`src/rtl/txcell_pkg.sv`:
```
package txcell_pkg;
  localparam int BYTE_W = 8;

  // true when the byte and its parity bit together carry an odd count of ones
  function automatic logic odd_ok(input logic [BYTE_W-1:0] d, input logic p);
    return ^{d, p};
  endfunction
endpackage

```
`src/rtl/txcell_wr.sv`:
```
module txcell_wr
  import txcell_pkg::*;
#(
  parameter int CB = 53,
  parameter int IW = 6
) (
  input  logic              clk,
  input  logic              rst_n,
  input  logic [BYTE_W-1:0] tx_data,
  input  logic              tx_soc,
  input  logic              tx_par,
  input  logic              tx_en_n,
  input  logic              room,
  output logic              wr_we,
  output logic [IW-1:0]     wr_idx,
  output logic [BYTE_W-1:0] wr_data,
  output logic              commit,
  output logic              commit_perr,
  output logic              active,
  output logic              align_err
);
  logic [IW-1:0] idx_q;
  logic          perr_q;
  logic          act_q;
  logic          err_q;
  logic          acc, bad, start_ok, cont, last;

  assign acc      = ~tx_en_n;
  assign bad      = ~odd_ok(tx_data, tx_par);
  assign start_ok = acc & tx_soc & room;
  assign cont     = acc & ~tx_soc & act_q;
  assign last     = cont & (idx_q == IW'(CB - 1));

  assign wr_we       = start_ok | cont;
  assign wr_idx      = start_ok ? '0 : idx_q;
  assign wr_data     = tx_data;
  assign commit      = last;
  assign commit_perr = perr_q | bad;
  assign active      = act_q;
  assign align_err   = err_q;

  always_ff @(posedge clk or negedge rst_n) begin
    if (!rst_n) begin
      idx_q  <= '0;
      perr_q <= 1'b0;
      act_q  <= 1'b0;
      err_q  <= 1'b0;
    end else begin
      err_q <= acc & tx_soc & act_q;
      if (start_ok) begin
        act_q  <= 1'b1;
        idx_q  <= IW'(1);
        perr_q <= bad;
      end else if (cont) begin
        if (last) begin
          act_q  <= 1'b0;
          idx_q  <= '0;
          perr_q <= 1'b0;
        end else begin
          idx_q  <= idx_q + 1'b1;
          perr_q <= perr_q | bad;
        end
      end else if (acc & tx_soc) begin
        act_q  <= 1'b0;
        idx_q  <= '0;
        perr_q <= 1'b0;
      end
    end
  end
endmodule

```
`src/rtl/txcell_ring.sv`:
```
module txcell_ring
  import txcell_pkg::*;
#(
  parameter int CB    = 53,
  parameter int DEPTH = 4,
  parameter int IW    = 6,
  parameter int CW    = 3
) (
  input  logic              clk,
  input  logic              rst_n,
  input  logic              wr_we,
  input  logic [IW-1:0]     wr_idx,
  input  logic [BYTE_W-1:0] wr_data,
  input  logic              commit,
  input  logic              commit_perr,
  input  logic              wr_active,
  input  logic [IW-1:0]     rd_idx,
  input  logic              rd_done,
  output logic [BYTE_W-1:0] rd_data,
  output logic              rd_perr,
  output logic [CW-1:0]     count,
  output logic              room,
  output logic              clav
);
  localparam int SW = (DEPTH > 1) ? $clog2(DEPTH) : 1;
  localparam int NB = DEPTH * CB;
  localparam int AW = $clog2(NB);

  logic [BYTE_W-1:0] mem [NB];
  logic [SW-1:0]     wslot_q, rslot_q;
  logic [CW-1:0]     cnt_q;
  logic [DEPTH-1:0]  flag_q;
  logic [AW-1:0]     waddr, raddr;

  assign waddr = AW'(wslot_q) * AW'(CB) + AW'(wr_idx);
  assign raddr = AW'(rslot_q) * AW'(CB) + AW'(rd_idx);

  always_ff @(posedge clk) begin
    if (wr_we) mem[waddr] <= wr_data;
  end

  assign rd_data = mem[raddr];
  assign rd_perr = flag_q[rslot_q];

  // one parity-error flag register per cell slot
  for (genvar s = 0; s < DEPTH; s++) begin : g_flag
    always_ff @(posedge clk or negedge rst_n) begin
      if (!rst_n)                                 flag_q[s] <= 1'b0;
      else if (commit && (wslot_q == SW'(s)))     flag_q[s] <= commit_perr;
    end
  end

  always_ff @(posedge clk or negedge rst_n) begin
    if (!rst_n) begin
      wslot_q <= '0;
      rslot_q <= '0;
      cnt_q   <= '0;
    end else begin
      if (commit)  wslot_q <= (wslot_q == SW'(DEPTH - 1)) ? '0 : wslot_q + 1'b1;
      if (rd_done) rslot_q <= (rslot_q == SW'(DEPTH - 1)) ? '0 : rslot_q + 1'b1;
      cnt_q <= cnt_q + CW'(commit) - CW'(rd_done);
    end
  end

  assign count = cnt_q;
  assign room  = int'(cnt_q) < DEPTH;
  assign clav  = wr_active ? (int'(cnt_q) + 1 < DEPTH) : room;
endmodule

```
`src/rtl/txcell_rd.sv`:
```
module txcell_rd #(
  parameter int CB = 53,
  parameter int IW = 6
) (
  input  logic          clk,
  input  logic          rst_n,
  input  logic          avail,
  input  logic          byte_rdy,
  output logic [IW-1:0] rd_idx,
  output logic          rd_done,
  output logic          byte_eoc
);
  logic [IW-1:0] ridx_q;
  logic          fire, at_end;

  assign fire     = avail & byte_rdy;
  assign at_end   = ridx_q == IW'(CB - 1);
  assign rd_idx   = ridx_q;
  assign byte_eoc = avail & at_end;
  assign rd_done  = fire & at_end;

  always_ff @(posedge clk or negedge rst_n) begin
    if (!rst_n)    ridx_q <= '0;
    else if (fire) ridx_q <= at_end ? '0 : ridx_q + 1'b1;
  end
endmodule

```
`src/rtl/txcell_slave.sv`:
```
module txcell_slave
  import txcell_pkg::*;
#(
  parameter int CELL_BYTES = 53,
  parameter int DEPTH      = 4
) (
  input  logic              clk,
  input  logic              rst_n,
  input  logic [BYTE_W-1:0] tx_data,
  input  logic              tx_soc,
  input  logic              tx_par,
  input  logic              tx_en_n,
  output logic              tx_clav,
  output logic              align_err,
  output logic              cell_vld,
  output logic              byte_vld,
  input  logic              byte_rdy,
  output logic [BYTE_W-1:0] byte_data,
  output logic              byte_eoc,
  output logic              cell_perr
);
  localparam int IW = $clog2(CELL_BYTES);
  localparam int CW = $clog2(DEPTH + 1);

  logic              wr_we, commit, commit_perr, wr_active, room, rd_done, slot_perr;
  logic [IW-1:0]     wr_idx, rd_idx;
  logic [BYTE_W-1:0] wr_data;
  logic [CW-1:0]     stored_cnt;

  txcell_wr #(.CB(CELL_BYTES), .IW(IW)) u_wr (
    .clk(clk), .rst_n(rst_n), .tx_data(tx_data), .tx_soc(tx_soc), .tx_par(tx_par),
    .tx_en_n(tx_en_n), .room(room), .wr_we(wr_we), .wr_idx(wr_idx), .wr_data(wr_data),
    .commit(commit), .commit_perr(commit_perr), .active(wr_active), .align_err(align_err)
  );

  txcell_ring #(.CB(CELL_BYTES), .DEPTH(DEPTH), .IW(IW), .CW(CW)) u_ring (
    .clk(clk), .rst_n(rst_n), .wr_we(wr_we), .wr_idx(wr_idx), .wr_data(wr_data),
    .commit(commit), .commit_perr(commit_perr), .wr_active(wr_active), .rd_idx(rd_idx),
    .rd_done(rd_done), .rd_data(byte_data), .rd_perr(slot_perr), .count(stored_cnt),
    .room(room), .clav(tx_clav)
  );

  txcell_rd #(.CB(CELL_BYTES), .IW(IW)) u_rd (
    .clk(clk), .rst_n(rst_n), .avail(cell_vld), .byte_rdy(byte_rdy),
    .rd_idx(rd_idx), .rd_done(rd_done), .byte_eoc(byte_eoc)
  );

  assign cell_vld  = stored_cnt != '0;
  assign byte_vld  = cell_vld;
  assign cell_perr = cell_vld & slot_perr;
endmodule

```
`config.mk`:
```
export PLATFORM = sky130hd
export DESIGN_NAME = txcell_slave
export DESIGN_NICKNAME = d
export VERILOG_FILES = /design/src/rtl/txcell_pkg.sv /design/src/rtl/txcell_wr.sv /design/src/rtl/txcell_ring.sv /design/src/rtl/txcell_rd.sv /design/src/rtl/txcell_slave.sv
export SDC_FILE = /design/constraint.sdc
export NUM_CORES = 2
export LEC_CHECK = 0
export BUFFER_PORTS_ARGS = -buffer_cell sky130_fd_sc_hd__buf_2
export CORE_MARGIN = 10
export CORE_UTILIZATION = 35
export CTS_BUF_LIST = sky130_fd_sc_hd__clkbuf_4
export CTS_CLUSTER_DIAMETER = 200
export DETAILED_ROUTE_END_ITERATION = 6
export GPL_TIMING_DRIVEN = 0
export PLACE_DENSITY = 0.49
export REMOVE_ABC_BUFFERS = 1
export SETUP_SLACK_MARGIN = 0.3
export SLEW_MARGIN = 0
export SYNTH_ARGS = -nofsm -noshare
export SYNTH_HDL_FRONTEND = slang
export SYNTH_SLANG_ARGS = --single-unit
```
`constraint.sdc`:
```
create_clock -name clk -period 5 [get_ports clk]
set_clock_uncertainty 0.2 [all_clocks]
set_input_delay 0.75 -clock clk [delete_from_list [all_inputs] [get_ports clk]]
set_output_delay 0.75 -clock clk [all_outputs]
set_load 0.01 [all_outputs]
```
==> impl_metrics.toml <==
[run_status]
status = "finished, violations left"
violations = "negative setup slack"

[power]
pwr-share-clk_pct = 40.7
p_int_mw = 21.95
pwr-share-seq_pct = 56.3
swShare_pct = 22.46
power_mw = 28.32
combPwrFrac_pct = 3.1
switchingPower_mw = 6.361
p_leak_nw = 25.87
ir_drop_v = 0.0002067
powerDensity_nw_per_um2 = 348.6

[timing]
relSlewSlack_pct = 38.87
whs_ns = 0.2105
timing.final.crit_share_pct = 128.9
post-route-min-period_ns = 6.447
drv_slew = 0
rsz0062_at_grt = "true"
hold_viol = 0
tightest_slew_ns = 0.9150
tns_ns = -10.80
fin_ws_ns = -1.447
clock.fmax_mhz = 155.1
setup_viol = 8

[synth]
synth_ff_type = "edfxtp_1"
ys_types = 61
synth_cells = 3130
synth-edff-count = 1696
ys_seq_area_share_pct = 75.86
ys_ff_latch = 1722
synth_warnings = 0
async_reset_ff_share_pct = 1.510
netlist_area_um2 = 68000
synth_area_per_cell_um2 = 21.72

[setup_path]
crit_type = "register to output port"
reg2regPathDepth = 10
critPathMaxStageDelay_ns = 0.86
start_kind = "register"
path_max_fanout = 7
slowest_stage = "fa_4"
r2r-end = "u_ring.mem[75][5]"
regToRegSetupSlack_ns = 0.46
cp.arrival_ns = 5.50
worstReg2RegStart = "u_ring.count[2]"
cp-end-kind = "output port"
cp.required_ns = 4.05
worstPathCellList = "ha_4 -> ha_4 -> inv_2 -> fa_4 -> buf_16 -> buf_16 -> mux4_2 -> mux4_2 -> nand2_2 -> a21oi_2 -> a311oi_4 -> and4b_2 -> buf_6"

[final_layout]
area_delta_synth_final_pct = 19.46
fill_cells = 16602
drive_gt1_share_pct = 42.86
multi_input_area_um2 = 17480
fin_nets = 3688
design_area_um2 = 81230
stdcell_count = 6482
seqCellArea_um2 = 51590

[clock_tree]
clock_tree.root_cell = "clkbuf_4"
clk_latency_ns = 1.34
htree_num_levels = 5
cts_sinks = 1722
cts_tree = "yes"
clk_pin_slew_worst_paths_ns = 0.07
cts.path.max_buffers = 4
cts_buffers = 449

[global_route]
grt_use_total_pct = 17.05
overflow = 0
grt_pass1_vias = 36486
antenna_found_initial = 4
grt_max_degree = 138
grt_pass1_wl_um = 261600

[detailed_routing]
vias_per_cell = 5.320
drt_iter0_markers = 3157
drc = 0
first_pass_iters = 5
routedWlPerCell_um = 28.36
detail-route-antenna-nets = 0
wl_um = 183800
routed-via-count = 34483

[min_path]
holdPathStages = 6
min_to = "u_ring.mem[181][1]"
hold_class = "input port to register"
worst_hold_startpoint = "tx_en_n"

[place]
dp_hpwl_um = 107900
place_area_um2 = 72100
finalWeightedCongestion = 0.7760
portBuffers = 27
dp_cells = 5575

[floorplanning]
rows = 161
num_io_pins = 28
die_w_um = 460.8
core_um2 = 192800
die_y_um = 460.8
dieArea_um2 = 212300
start_util_pct = 35.27

[flow_run]
cap_viol_max_count = 0
## layout make-up
type                            instances  area share (%)
Tap cell                             2526           3.891
Inverter                               18         0.08318
Antenna cell                            8         0.02464
Clock buffer                          631           5.832
Sequential cell                      1722           63.50
Multi-Input combinational cell       1218           21.52
Clock inverter                        134          0.7193
Timing Repair Buffer                  225           4.422
## through the flow
step           utilization (%)  setup slack (ns)
3_3_place_gp             36.51            -23.29
6_report                 42.14            -1.447
3_5_place_dp             37.40            -1.713
2_1_floorplan                -            -12.97
5_1_grt                  42.14            -1.639
4_1_cts                  41.36            -1.643
## flip-flops by register name, indices dropped and copies added, names as in the netlist
name            count
u_ring.flag_q       4
u_rd.rd_idx         6
u_ring.wslot_q      2
u_ring.count        3
u_ring.rslot_q      2
u_wr.align_err      1
u_ring.mem       1696
u_wr.active         1
u_wr.idx_q          6
u_wr.perr_q         1
## synthesized netlist by cell type (all sizes together) (4+ instances only)
cell type / instances / area (µm²)
nor2: 240 / 900.9
o22ai: 4 / 25.02
nand2: 96 / 360.4
inv: 18 / 67.56
xor2: 10 / 106.4
o21bai: 7 / 52.55
o211ai: 10 / 75.07
nand4: 15 / 93.84
a311oi: 5 / 43.79
a21oi: 21 / 105.1
o221ai: 5 / 43.79
a32oi: 8 / 70.07
mux2i: 62 / 620.6
mux4: 489 / 11010
clkbuf: 66 / 247.7
mux2: 8 / 90.09
nor4: 10 / 62.56
xnor2: 16 / 140.1
buf: 106 / 651.9
nand2b: 8 / 50.05
a22oi: 12 / 90.09
fa: 5 / 100.1
nor3: 11 / 55.05
edfxtp: 1696 / 50930
a211oi: 13 / 97.59
and2: 10 / 62.56
nor2b: 10 / 62.56
ha: 35 / 437.9
dfrtp: 26 / 650.6
o21ai: 21 / 105.1
and4: 4 / 35.03
and4b: 4 / 40.04
nand3: 45 / 225.2
## cells in the final DEF (no fill, tap or decap), types with 14 or more instances in the layout
cell type / netlist / final
mux4_2: 489 / 489
nor2_4: 0 / 137
ha_1: 35 / 29
nand4_1: 15 / 15
buf_8: 1 / 14
buf_6: 3 / 15
nor2_1: 240 / 34
nand3_1: 45 / 30
clkbuf_4: 0 / 631
dfrtp_1: 26 / 21
nor2_2: 0 / 69
nand2_2: 0 / 18
buf_16: 0 / 46
o21ai_0: 21 / 15
mux2i_1: 62 / 49
edfxtp_1: 1696 / 1696
clkinv_2: 0 / 20
buf_4: 33 / 73
inv_1: 18 / 16
buf_12: 1 / 31
nand2_1: 96 / 74
clkinv_1: 0 / 106
dlygate4sd3_1: 0 / 15
bufbuf_16: 0 / 15
## cell families after synthesis
family	Yosys count	synth area share (%)
AO/OA/AOI/OAI	124	1.288
AND/OR/NAND/NOR	469	3.038
multiplexers	559	17.24
buffers and inverters	190	1.422
flip-flops	1722	75.86
adder cells (fa/ha/maj)	40	0.7912
XOR/XNOR	26	0.3625
## critical path: cells and delay by family, from the launching register on
family	cells	cell delay (ns)
AOI/OAI and AO/OA	2	0.61
muxes	2	0.84
buffers and inverters	4	0.50
DFF	1	0.44
and+or+nand+nor	2	0.42
adders and majority gates	3	1.28
## timing repair
item | CTS | global route
endpoints found under the setup margin | 1704 | 1569
resized for setup | 267 | 249
hold buffers | 16 | 0
hold endpoints to repair | 1135 | 0
pin swaps | 20 | 22
buffers inserted | 37 | 58
cloned | 20 | 3
## power groups by stage
stage	combinational (mW)	clock, mW	sequential (mW)
3_3_place_gp	0.593	0	16.3
5_1_grt	0.923	12.7	15.9
3_5_place_dp	0.702	0	16.2
4_1_cts	0.778	11.9	15.9
6_report	0.873	11.5	15.9
2_1_floorplan	0.199	0	16.2
## layer usage
| layer | wire length (µm) | global-route usage [%] | vias up |
|---|---|---|---|
| li1 | - | - | 14464 |
| met1 | 75050 | 21.77 | 18512 |
| met2 | 93840 | 28.93 | 1248 |
| met3 | 11200 | 4.015 | 259 |
| met4 | 3762 | 4.983 | 0 |
| met5 | 0 | 0 | - |
## worst max-delay path by stage
stage / start / end / cells after the start
after floorplan: u_ring.rslot_q[0] / byte_data[0] / 8
after global placement: u_rd.rd_idx[0] / byte_data[6] / 7
after detailed placement: u_ring.rslot_q[1] / byte_data[4] / 13
after CTS: u_rd.rd_idx[1] / byte_data[4] / 11
after global routing: u_ring.rslot_q[1] / byte_data[1] / 13
final: u_ring.rslot_q[1] / byte_data[1] / 13
(Power assumes the default switching activity.)
